[src/rtl/capture_pkg.sv]
package capture_pkg;

    typedef enum logic [2:0] {
        BUS_IDLE  = 3'd0,
        BUS_RD_LO = 3'd1,
        BUS_RD_HI = 3'd2,
        BUS_WR_LO = 3'd3,
        BUS_WR_HI = 3'd4
    } bus_op_e;

    // Write strobe takes priority over read strobe.
    function automatic bus_op_e decode_bus(input logic rd, input logic wr, input logic hi);
        if (wr)      return hi ? BUS_WR_HI : BUS_WR_LO;
        else if (rd) return hi ? BUS_RD_HI : BUS_RD_LO;
        else         return BUS_IDLE;
    endfunction

endpackage

[src/rtl/cap_sync.sv]
module cap_sync #(
    parameter int WIDTH  = 2,
    parameter int STAGES = 2
) (
    input  logic             clk,
    input  logic             rst_n,
    input  logic [WIDTH-1:0] d_i,
    output logic [WIDTH-1:0] q_o
);
    logic [STAGES-1:0][WIDTH-1:0] stage_d, stage_q;

    always_comb begin
        stage_d[0] = d_i;
        for (int i = 1; i < STAGES; i++) begin
            stage_d[i] = stage_q[i-1];
        end
    end

    always_ff @(posedge clk or negedge rst_n) begin
        if (!rst_n) stage_q <= '0;
        else        stage_q <= stage_d;
    end

    assign q_o = stage_q[STAGES-1];

endmodule

[src/rtl/cap_filter.sv]
module cap_filter #(
    parameter int SAMPLES = 4
) (
    input  logic clk,
    input  logic rst_n,
    input  logic en_i,
    input  logic smp_i,
    output logic lvl_o
);
    localparam int HIST_W = SAMPLES - 1;

    typedef struct packed {
        logic [HIST_W-1:0] hist;
        logic              filt;
    } filt_state_t;

    filt_state_t st_d, st_q;
    logic [SAMPLES-1:0] window;

    always_comb begin
        window    = {st_q.hist, smp_i};
        st_d      = st_q;
        st_d.hist = window[HIST_W-1:0];
        if (&window)       st_d.filt = 1'b1;
        else if (~|window) st_d.filt = 1'b0;
    end

    always_ff @(posedge clk or negedge rst_n) begin
        if (!rst_n) st_q <= '0;
        else        st_q <= st_d;
    end

    assign lvl_o = en_i ? st_q.filt : smp_i;

    // the filtered level only ever moves to a value just seen on the input
    a_r10_filter_follows: assert property (@(posedge clk) disable iff (!rst_n)
        !$stable(st_q.filt) |-> ($past(smp_i) == st_q.filt));

endmodule

[src/rtl/cap_edge.sv]
module cap_edge (
    input  logic clk,
    input  logic rst_n,
    input  logic rise_i,
    input  logic lvl_i,
    output logic evt_o
);
    logic prev_d, prev_q;

    always_comb begin
        prev_d = lvl_i;
        evt_o  = rise_i ? (lvl_i & ~prev_q) : (~lvl_i & prev_q);
    end

    always_ff @(posedge clk or negedge rst_n) begin
        if (!rst_n) prev_q <= 1'b0;
        else        prev_q <= prev_d;
    end

    // an event always lands on the level named by the polarity select
    a_r2_polarity: assert property (@(posedge clk) disable iff (!rst_n)
        evt_o |-> (lvl_i == rise_i));

    // an event follows a level different from the one it reaches
    a_r2_change: assert property (@(posedge clk) disable iff (!rst_n)
        evt_o |=> ($past(lvl_i) != $past(prev_q)));

endmodule

[src/rtl/capture_unit.sv]
module capture_unit
    import capture_pkg::*;
#(
    parameter int                BYTE_W       = 8,
    parameter int                MODE_W       = 4,
    parameter logic [(1<<MODE_W)-1:0] TOP_MODES = 16'h5000,
    parameter int                SYNC_STAGES  = 2,
    parameter int                FILT_SAMPLES = 4
) (
    input  logic                  clk,
    input  logic                  rst_n,
    input  logic                  pin_i,
    input  logic                  cmp_i,
    input  logic                  src_sel_i,
    input  logic                  rise_i,
    input  logic                  filt_en_i,
    input  logic [MODE_W-1:0]     mode_i,
    input  logic [2*BYTE_W-1:0]   count_i,
    input  logic                  irq_en_i,
    input  logic                  irq_ack_i,
    input  logic                  flag_clr_i,
    input  logic                  bus_rd_i,
    input  logic                  bus_wr_i,
    input  logic                  bus_hi_i,
    input  logic [BYTE_W-1:0]     bus_wdata_i,
    output logic [BYTE_W-1:0]     bus_rdata_o,
    output logic                  flag_o,
    output logic                  irq_o
);
    localparam int CNT_W = 2 * BYTE_W;
    localparam int NSRC  = 2;

    typedef struct packed {
        logic [CNT_W-1:0]  icr;
        logic [BYTE_W-1:0] temp;
        logic              flag;
    } cap_state_t;

    cap_state_t st_d, st_q;

    logic [NSRC-1:0] src_sync;
    logic            src_lvl;
    logic            filt_lvl;
    logic            evt;
    logic            top_use;
    logic            cap_now;
    bus_op_e         bus_op;

    cap_sync #(.WIDTH(NSRC), .STAGES(SYNC_STAGES)) u_sync (
        .clk   (clk),
        .rst_n (rst_n),
        .d_i   ({cmp_i, pin_i}),
        .q_o   (src_sync)
    );

    assign src_lvl = src_sel_i ? src_sync[1] : src_sync[0];

    cap_filter #(.SAMPLES(FILT_SAMPLES)) u_filter (
        .clk   (clk),
        .rst_n (rst_n),
        .en_i  (filt_en_i),
        .smp_i (src_lvl),
        .lvl_o (filt_lvl)
    );

    cap_edge u_edge (
        .clk    (clk),
        .rst_n  (rst_n),
        .rise_i (rise_i),
        .lvl_i  (filt_lvl),
        .evt_o  (evt)
    );

    always_comb begin
        top_use = TOP_MODES[mode_i];
        cap_now = evt & ~top_use;
        bus_op  = decode_bus(bus_rd_i, bus_wr_i, bus_hi_i);

        st_d = st_q;
        case (bus_op)
            BUS_RD_LO: st_d.temp = st_q.icr[CNT_W-1:BYTE_W];
            BUS_WR_HI: if (top_use) st_d.temp = bus_wdata_i;
            BUS_WR_LO: if (top_use) st_d.icr  = {st_q.temp, bus_wdata_i};
            default:   ;
        endcase
        if (cap_now) st_d.icr = count_i;

        if (irq_ack_i || flag_clr_i) st_d.flag = 1'b0;
        if (cap_now)                 st_d.flag = 1'b1;
    end

    always_ff @(posedge clk or negedge rst_n) begin
        if (!rst_n) st_q <= '0;
        else        st_q <= st_d;
    end

    assign bus_rdata_o = bus_hi_i ? st_q.temp : st_q.icr[BYTE_W-1:0];
    assign flag_o      = st_q.flag;
    assign irq_o       = st_q.flag & irq_en_i;

    // a capture loads the counter value and the flag on one edge
    a_r4_flag_with_load: assert property (@(posedge clk) disable iff (!rst_n)
        cap_now |=> (flag_o && st_q.icr == $past(count_i)));

    // acknowledge without a concurrent capture leaves the flag low
    a_r5_ack_clears: assert property (@(posedge clk) disable iff (!rst_n)
        ((irq_ack_i || flag_clr_i) && !evt) |=> !flag_o);

    // a low-byte read latches the high half into the holding register
    a_r7_latch_high: assert property (@(posedge clk) disable iff (!rst_n)
        (bus_rd_i && !bus_wr_i && !bus_hi_i) |=> (st_q.temp == $past(st_q.icr[CNT_W-1:BYTE_W])));

    // outside TOP modes only a capture changes the capture register
    a_r8_no_write: assert property (@(posedge clk) disable iff (!rst_n)
        (!TOP_MODES[mode_i] && !evt) |=> $stable(st_q.icr));

    // in TOP modes only a low-byte write changes the capture register
    a_r9_no_capture: assert property (@(posedge clk) disable iff (!rst_n)
        (TOP_MODES[mode_i] && !(bus_wr_i && !bus_hi_i)) |=> $stable(st_q.icr));

    // request is never raised with a clear flag
    a_r6_irq_gated: assert property (@(posedge clk) disable iff (!rst_n)
        irq_o |-> (flag_o && irq_en_i));

endmodule

[config.mk]
export PLATFORM = sky130hd
export DESIGN_NAME = capture_unit
export DESIGN_NICKNAME = d
export VERILOG_FILES = /design/src/rtl/capture_pkg.sv /design/src/rtl/cap_sync.sv /design/src/rtl/cap_filter.sv /design/src/rtl/cap_edge.sv /design/src/rtl/capture_unit.sv
export SDC_FILE = /design/constraint.sdc
export NUM_CORES = 1
export LEC_CHECK = 0
export BUFFER_PORTS_ARGS = -buffer_cell sky130_fd_sc_hd__buf_4
export CAP_MARGIN = 10
export CORE_ASPECT_RATIO = 0.7
export CORE_UTILIZATION = 50
export CTS_CLUSTER_DIAMETER = 120
export CTS_CLUSTER_SIZE = 12
export DETAILED_ROUTE_END_ITERATION = 6
export PLACE_DENSITY = 0.87
export SLEW_MARGIN = 20
export SYNTH_ARGS = -nofsm -noshare
export SYNTH_HDL_FRONTEND = slang
export SYNTH_SLANG_ARGS = --single-unit
export TNS_END_PERCENT = 5
[constraint.sdc]
create_clock -name clk -period 2 [get_ports clk]
set_input_delay 0.1 -clock clk [delete_from_list [all_inputs] [get_ports clk]]
set_output_delay 0.1 -clock clk [all_outputs]
set_load 0.05 [all_outputs]
==> impl_metrics.toml, run 1 <==
[sta]
min_period_ns = 1.83
worstMarginPinSlew_ns = 0.418
fin_crit_sh_pct = 91.5
slew_headroom_pct = 72.1
skew_ns = 0.00507
finalHoldViolCount = 0
drv_slew = 0
setup_violations = 0
worst_hold_slack_ns = 0.0429
fin_setup_tns_ns = 0
clock.fmax_mhz = 546
rsz0062_at_grt = "no"

[clock_network]
cts_buffers = 5
clkTransAtPathRegs_ns = 0.07
clock_path_buffers = 2
root_buffer = "clkbuf_8"
tritoncts = "built"
h-tree-depth = 2
insertion_delay_ns = 0.28
cts_setup_buffers = 0
cts_sinks = 34

[pwr]
p_per_area_mw_per_mm2 = 1080
peakVddDrop_v = 0.000640
p_leak_nw = 1.06

[final_layout]
drive_above_1_share_pct = 58.9
diodes = 0
fillers = 235
final_common_cell = "buf_4"
nNetsFinal = 220
fin_area_mm2 = 0.00219
layout.cells.most_common_list = "buf_4 (53), dfrtp_1 (34), mux2_2 (31)"
instances_no_fill = 218
areaGrowthSynthToFinish_pct = 32.1

[drt]
wl_per_cell_um = 15.1
viasPerCell = 5.22
via_count = 1139
drt-initial-drc-count = 52
drc_errors = 0
route.antenna.remaining_nets = 0
first_pass_iters = 6
wirelength_um = 3290

[floorplan]
die_w_um = 70.9
die_h_um = 50.2
rows = 17
ios = 51
dieArea_mm2 = 0.00356
start_util_pct = 52.7
coreArea_mm2 = 0.00315

[yosys]
synth_cells = 120
avgSynthCellArea_um2 = 13.8
synth_area_mm2 = 0.00166
postSynthNetCount = 161
synth_top_family_by_area = "multiplexers"
ys_types = 17
muxShareOfSynthArea_pct = 36.7
ys_seq_area_share_pct = 51.3
yosysWarnings = 0
ys_ff_latch = 34
synth_compound_area_share_pct = 3.47
synth_xor_area_share_pct = 0
synthSimpleGateAreaFrac_pct = 6.41
yosys.area_share.adder_pct = 0

[worst_setup_path]
crit_type = "reg2reg"
cp.required_ns = 2.17
rrSetupSlack_ns = 0.17
end_kind = "flop"
cp_max_fo = 17
start_kind = "flop"
critPathArrivalTime_ns = 2.00

[job]
cap_violations = 0

[global_route]
grt_pass1_wl_um = 5540
grt_max_degree = 35
antenna_found_initial = 0
grt_pass1_vias = 1195
grt_usage_pct = 21.1
grt-ovfl-total = 0

[placed_design]
place_congestion = 0.802
hpwl_um = 2420
port_buffers = 49
placed_area_mm2 = 0.00207
dp_cells = 207

[hold_path]
hp-class = "in2reg"

[run_status]
status = "finished, final reports clean"
==> Yosys cell counts <==
library cell  number  area, µm²
nand3b_1           3       22.5
nor2_1            10       37.5
nor3b_2            1       12.5
dfrtp_1           34        851
buf_2              3       15.0
a21oi_1            9       45.0
nand2b_1           1       6.26
mux2_2            31        349
and2_1             1       6.26
buf_12             1       20.0
nand2_1            2       7.51
a31oi_1            1       6.26
or3_2              1       7.51
mux2_4            12        180
o22ai_1            1       6.26
nand2_2            1       6.26
mux2i_1            8       80.1
==> final timing paths <==
path,depth (start not counted),endpoint,start
worst max-delay path,4,st_q[14]$_DFFE_PN0P_,u_sync.q_o[0]$_DFF_PN0_
worst min-delay path,2,st_q[13]$_DFFE_PN0P_,count_i[4]
worst max register to register,4,st_q[14]$_DFFE_PN0P_,u_sync.q_o[0]$_DFF_PN0_
worst min register to register,0,u_sync.q_o[1]$_DFF_PN0_,u_sync.stage_d[3]$_DFF_PN0_
max in group asynchronous,2,st_q[17]$_DFFE_PN0P_,rst_n
min in group asynchronous,2,u_sync.q_o[1]$_DFF_PN0_,rst_n
==> routing by layer <==
metal  up-vias  wire (µm)  global-route usage, %
li1        546          -                      -
met1       551       1460                   25.9
met2        34       1620                   35.9
met3         8        162                   5.82
met4         0         55                   8.00
met5         -          0                      0
==> through the flow <==
stage / setup slack (ns) / utilization, % / power (mW)
after global placement: 0.212 / 65.7 / 1.82
final: 0.170 / 69.6 / 2.37
after global routing: 0.111 / 69.6 / 2.50
after floorplan: 0.195 / - / 1.62
after detailed placement: 0.168 / 65.7 / 1.87
after CTS: 0.156 / 69.6 / 2.39
==> registers in the layout (all words and copies together), names as in the netlist <==
signal          flops
u_edge.prev_q       1
u_filter.st_d       2
u_sync.q_o          2
u_sync.stage_d      2
u_filter.st_q       2
st_q               24
flag_o              1
==> where the power goes <==
| group | switching (mW) | total (mW) | internal [mW] |
|---|---|---|---|
| clock network | 0.233 | 0.510 | 0.277 |
| logic | 0.430 | 0.884 | 0.454 |
| registers | 0.103 | 0.973 | 0.869 |
==> what timing repair did <==
action                    4_1_cts  5_1_grt
hold buffers                    3        0
gates resized for setup         0        0
hold endpoints to repair       36        0
==> cell type report <==
| type | count | area (µm²) | area share (%) |
|---|---|---|---|
| clock buffers | 7 | 86.3 | 3.94 |
| well taps | 38 | 47.5 | 2.17 |
| multi-input cells | 82 | 773 | 35.3 |
| clock inverters | 1 | 5.00 | 0.228 |
| flip-flops and latches | 34 | 851 | 38.8 |
| repair buffers | 56 | 428 | 19.5 |
==> worst max-delay path, cell delays in order, from the launching register on <==
cell and delay, ns:
dfrtp_1 0.36, mux2_4 0.28, mux2_4 0.29, mux2_4 0.43, mux2_4 0.34
==> cells by family after synthesis <==
kind of cell / after synthesis
compound gates: 11
buf+inv: 4
simple gates: 20
mux: 51
flops: 34
(Power assumes the default switching activity.)
==> inputs of run 2 (changes only) <==
Settings changed: BUFFER_PORTS_ARGS -buffer_cell sky130_fd_sc_hd__buf_4 to default, CORE_UTILIZATION 50 to 60, DONT_BUFFER_PORTS from default to 1, PLACE_DENSITY 0.87 to 0.85.
==> run 2 against run 1 <==
  * Global-route usage rose by 1.3 points
  * Sequential cell count unchanged
  * Register-to-register slack about the same
  * Wire length decreased by 6.9%
  * Maximum frequency rose by 0.38%
  * Worst setup slack improved by 0.0069 ns
  * Sequential share of layout area up 3.7 points
  * Worst hold slack worse by 0.034 ns
  * Cell count is 17% lower
  * Largest cell class unchanged
  * Largest power group unchanged
==> impl_metrics.toml, run 2 (synthesized netlist as in run 1, its figures left out) <==
[sta]
clock.fmax_mhz = 549
fin_crit_sh_pct = 91.1
skew_ns = 0.00252
min_period_ns = 1.82
drv_slew = 0
fin_setup_tns_ns = 0
finalHoldViolCount = 0
worstMarginPinSlew_ns = 0.491
setup_violations = 0
rsz0062_at_grt = "no"
worst_hold_slack_ns = 0.00846
slew_headroom_pct = 67.5

[floorplan]
ios = 51
coreArea_mm2 = 0.00253
dieArea_mm2 = 0.00298
die_h_um = 46.0
start_util_pct = 65.5
die_w_um = 64.9
rows = 15

[final_layout]
fin_area_mm2 = 0.00200
diodes = 0
areaGrowthSynthToFinish_pct = 20.4
final_common_cell = "dfrtp_1"
layout.cells.most_common_list = "dfrtp_1 (34), mux2_2 (31), dlygate4sd3_1 (21)"
drive_above_1_share_pct = 38.5
nNetsFinal = 189
largest_reg_flops = 24
fillers = 173
max_flop_register = "st_q"
final_core_util_pct = 78.9

[worst_setup_path]
r2r_cells = 4
critPathArrivalTime_ns = 1.98
cp_max_fo = 17
cp.required_ns = 2.16
crit_type = "reg2reg"
start_kind = "flop"
end_kind = "flop"

[clock_network]
cts_sinks = 34
clock_path_buffers = 2
insertion_delay_ns = 0.27
cts_resized = 0
tritoncts = "built"
cts_buffers = 5
hold_buffers = 22
h-tree-depth = 2
cts_setup_buffers = 0
root_buffer = "clkbuf_8"
clkTransAtPathRegs_ns = 0.06

[pwr]
peakVddDrop_v = 0.000746
p_per_area_mw_per_mm2 = 1100
p_leak_nw = 0.896

[global_route]
grt-ovfl-total = 0
grt_max_degree = 35
grt_pass1_wl_um = 4680
grt_pass1_vias = 1029
antenna_found_initial = 0
grt_usage_pct = 22.4

[drt]
wirelength_um = 3070
drc_errors = 0
route.antenna.remaining_nets = 0
first_pass_iters = 4
wl_per_cell_um = 16.8
drt-initial-drc-count = 19
via_count = 1022
viasPerCell = 5.62

[placed_design]
hpwl_um = 2010
port_buffers = 0
placed_area_mm2 = 0.00169
place_congestion = 0.639

[run_status]
status = "finished, final reports clean"

[job]
cap_violations = 0

[hold_path]
hp-class = "in2reg"
min_path_cells = 1
## run 2: cell count changes in the layout (fill, tap and decap cells not counted)
cell,delta
buf_12,+1
buf_4,-50
clkbuf_8,-1
dlygate4sd3_1,+18
clkbuf_1,-1
clkinv_2,+1
## run 2: stage by stage
step / total power [mW] / cells / worst slack (ns)
after floorplan: 1.62 / 120 / 0.195
after global placement: 1.66 / 153 / 0.203
after detailed placement: 1.71 / 153 / 0.161
after CTS: 2.22 / 182 / 0.154
after global routing: 2.30 / 182 / 0.118
final: 2.20 / 182 / 0.177
## run 2: layer usage
layer	wire (µm)	GRT usage (%)	part of all wire [%]	vias up
li1	-	-	-	480
met1	1330	27.1	43	506
met2	1520	37.9	50	34
met3	189	7.25	6.2	2
met4	23	8.89	0.75	0
met5	0	0	0	-
## run 2: area by class of cell
cell class / count / area (µm²) / share of cell area (%)
clock buffer: 5 / 68.8 / 3.44
clock inverter: 2 / 10.0 / 0.501
multi-input combinational: 82 / 773 / 38.7
sequential: 34 / 851 / 42.6
tap: 34 / 42.5 / 2.13
timing repair buffer: 25 / 253 / 12.6
## run 2: worst paths after layout
| path | to | from | slack (ns) |
|---|---|---|---|
| worst max register to register | st_q[11]$_DFFE_PN0P_ | u_sync.q_o[0]$_DFF_PN0_ | 0.18 |
| min in group asynchronous | st_q[21]$_DFFE_PN0P_ | rst_n | 0.32 |
| worst min-delay path | u_edge.prev_q$_DFF_PN0_ | filt_en_i | 0.008 |
| worst max-delay path | st_q[11]$_DFFE_PN0P_ | u_sync.q_o[0]$_DFF_PN0_ | 0.18 |
| worst min register to register | u_sync.q_o[1]$_DFF_PN0_ | u_sync.stage_d[3]$_DFF_PN0_ | 0.35 |
| max in group asynchronous | u_sync.q_o[0]$_DFF_PN0_ | rst_n | 1.51 |
## run 2: power by group
| part | total [mW] | internal [mW] | switching, mW |
|---|---|---|---|
| logic | 0.777 | 0.365 | 0.412 |
| clock network | 0.452 | 0.233 | 0.219 |
| registers | 0.968 | 0.869 | 0.0983 |
| total | 2.20 | 1.47 | 0.729 |
## run 2: critical path, stage by stage, from the launching register on
cell and delay, ns:
dfrtp_1 0.36, mux2_4 0.29, mux2_4 0.29, mux2_4 0.39, mux2_2 0.38
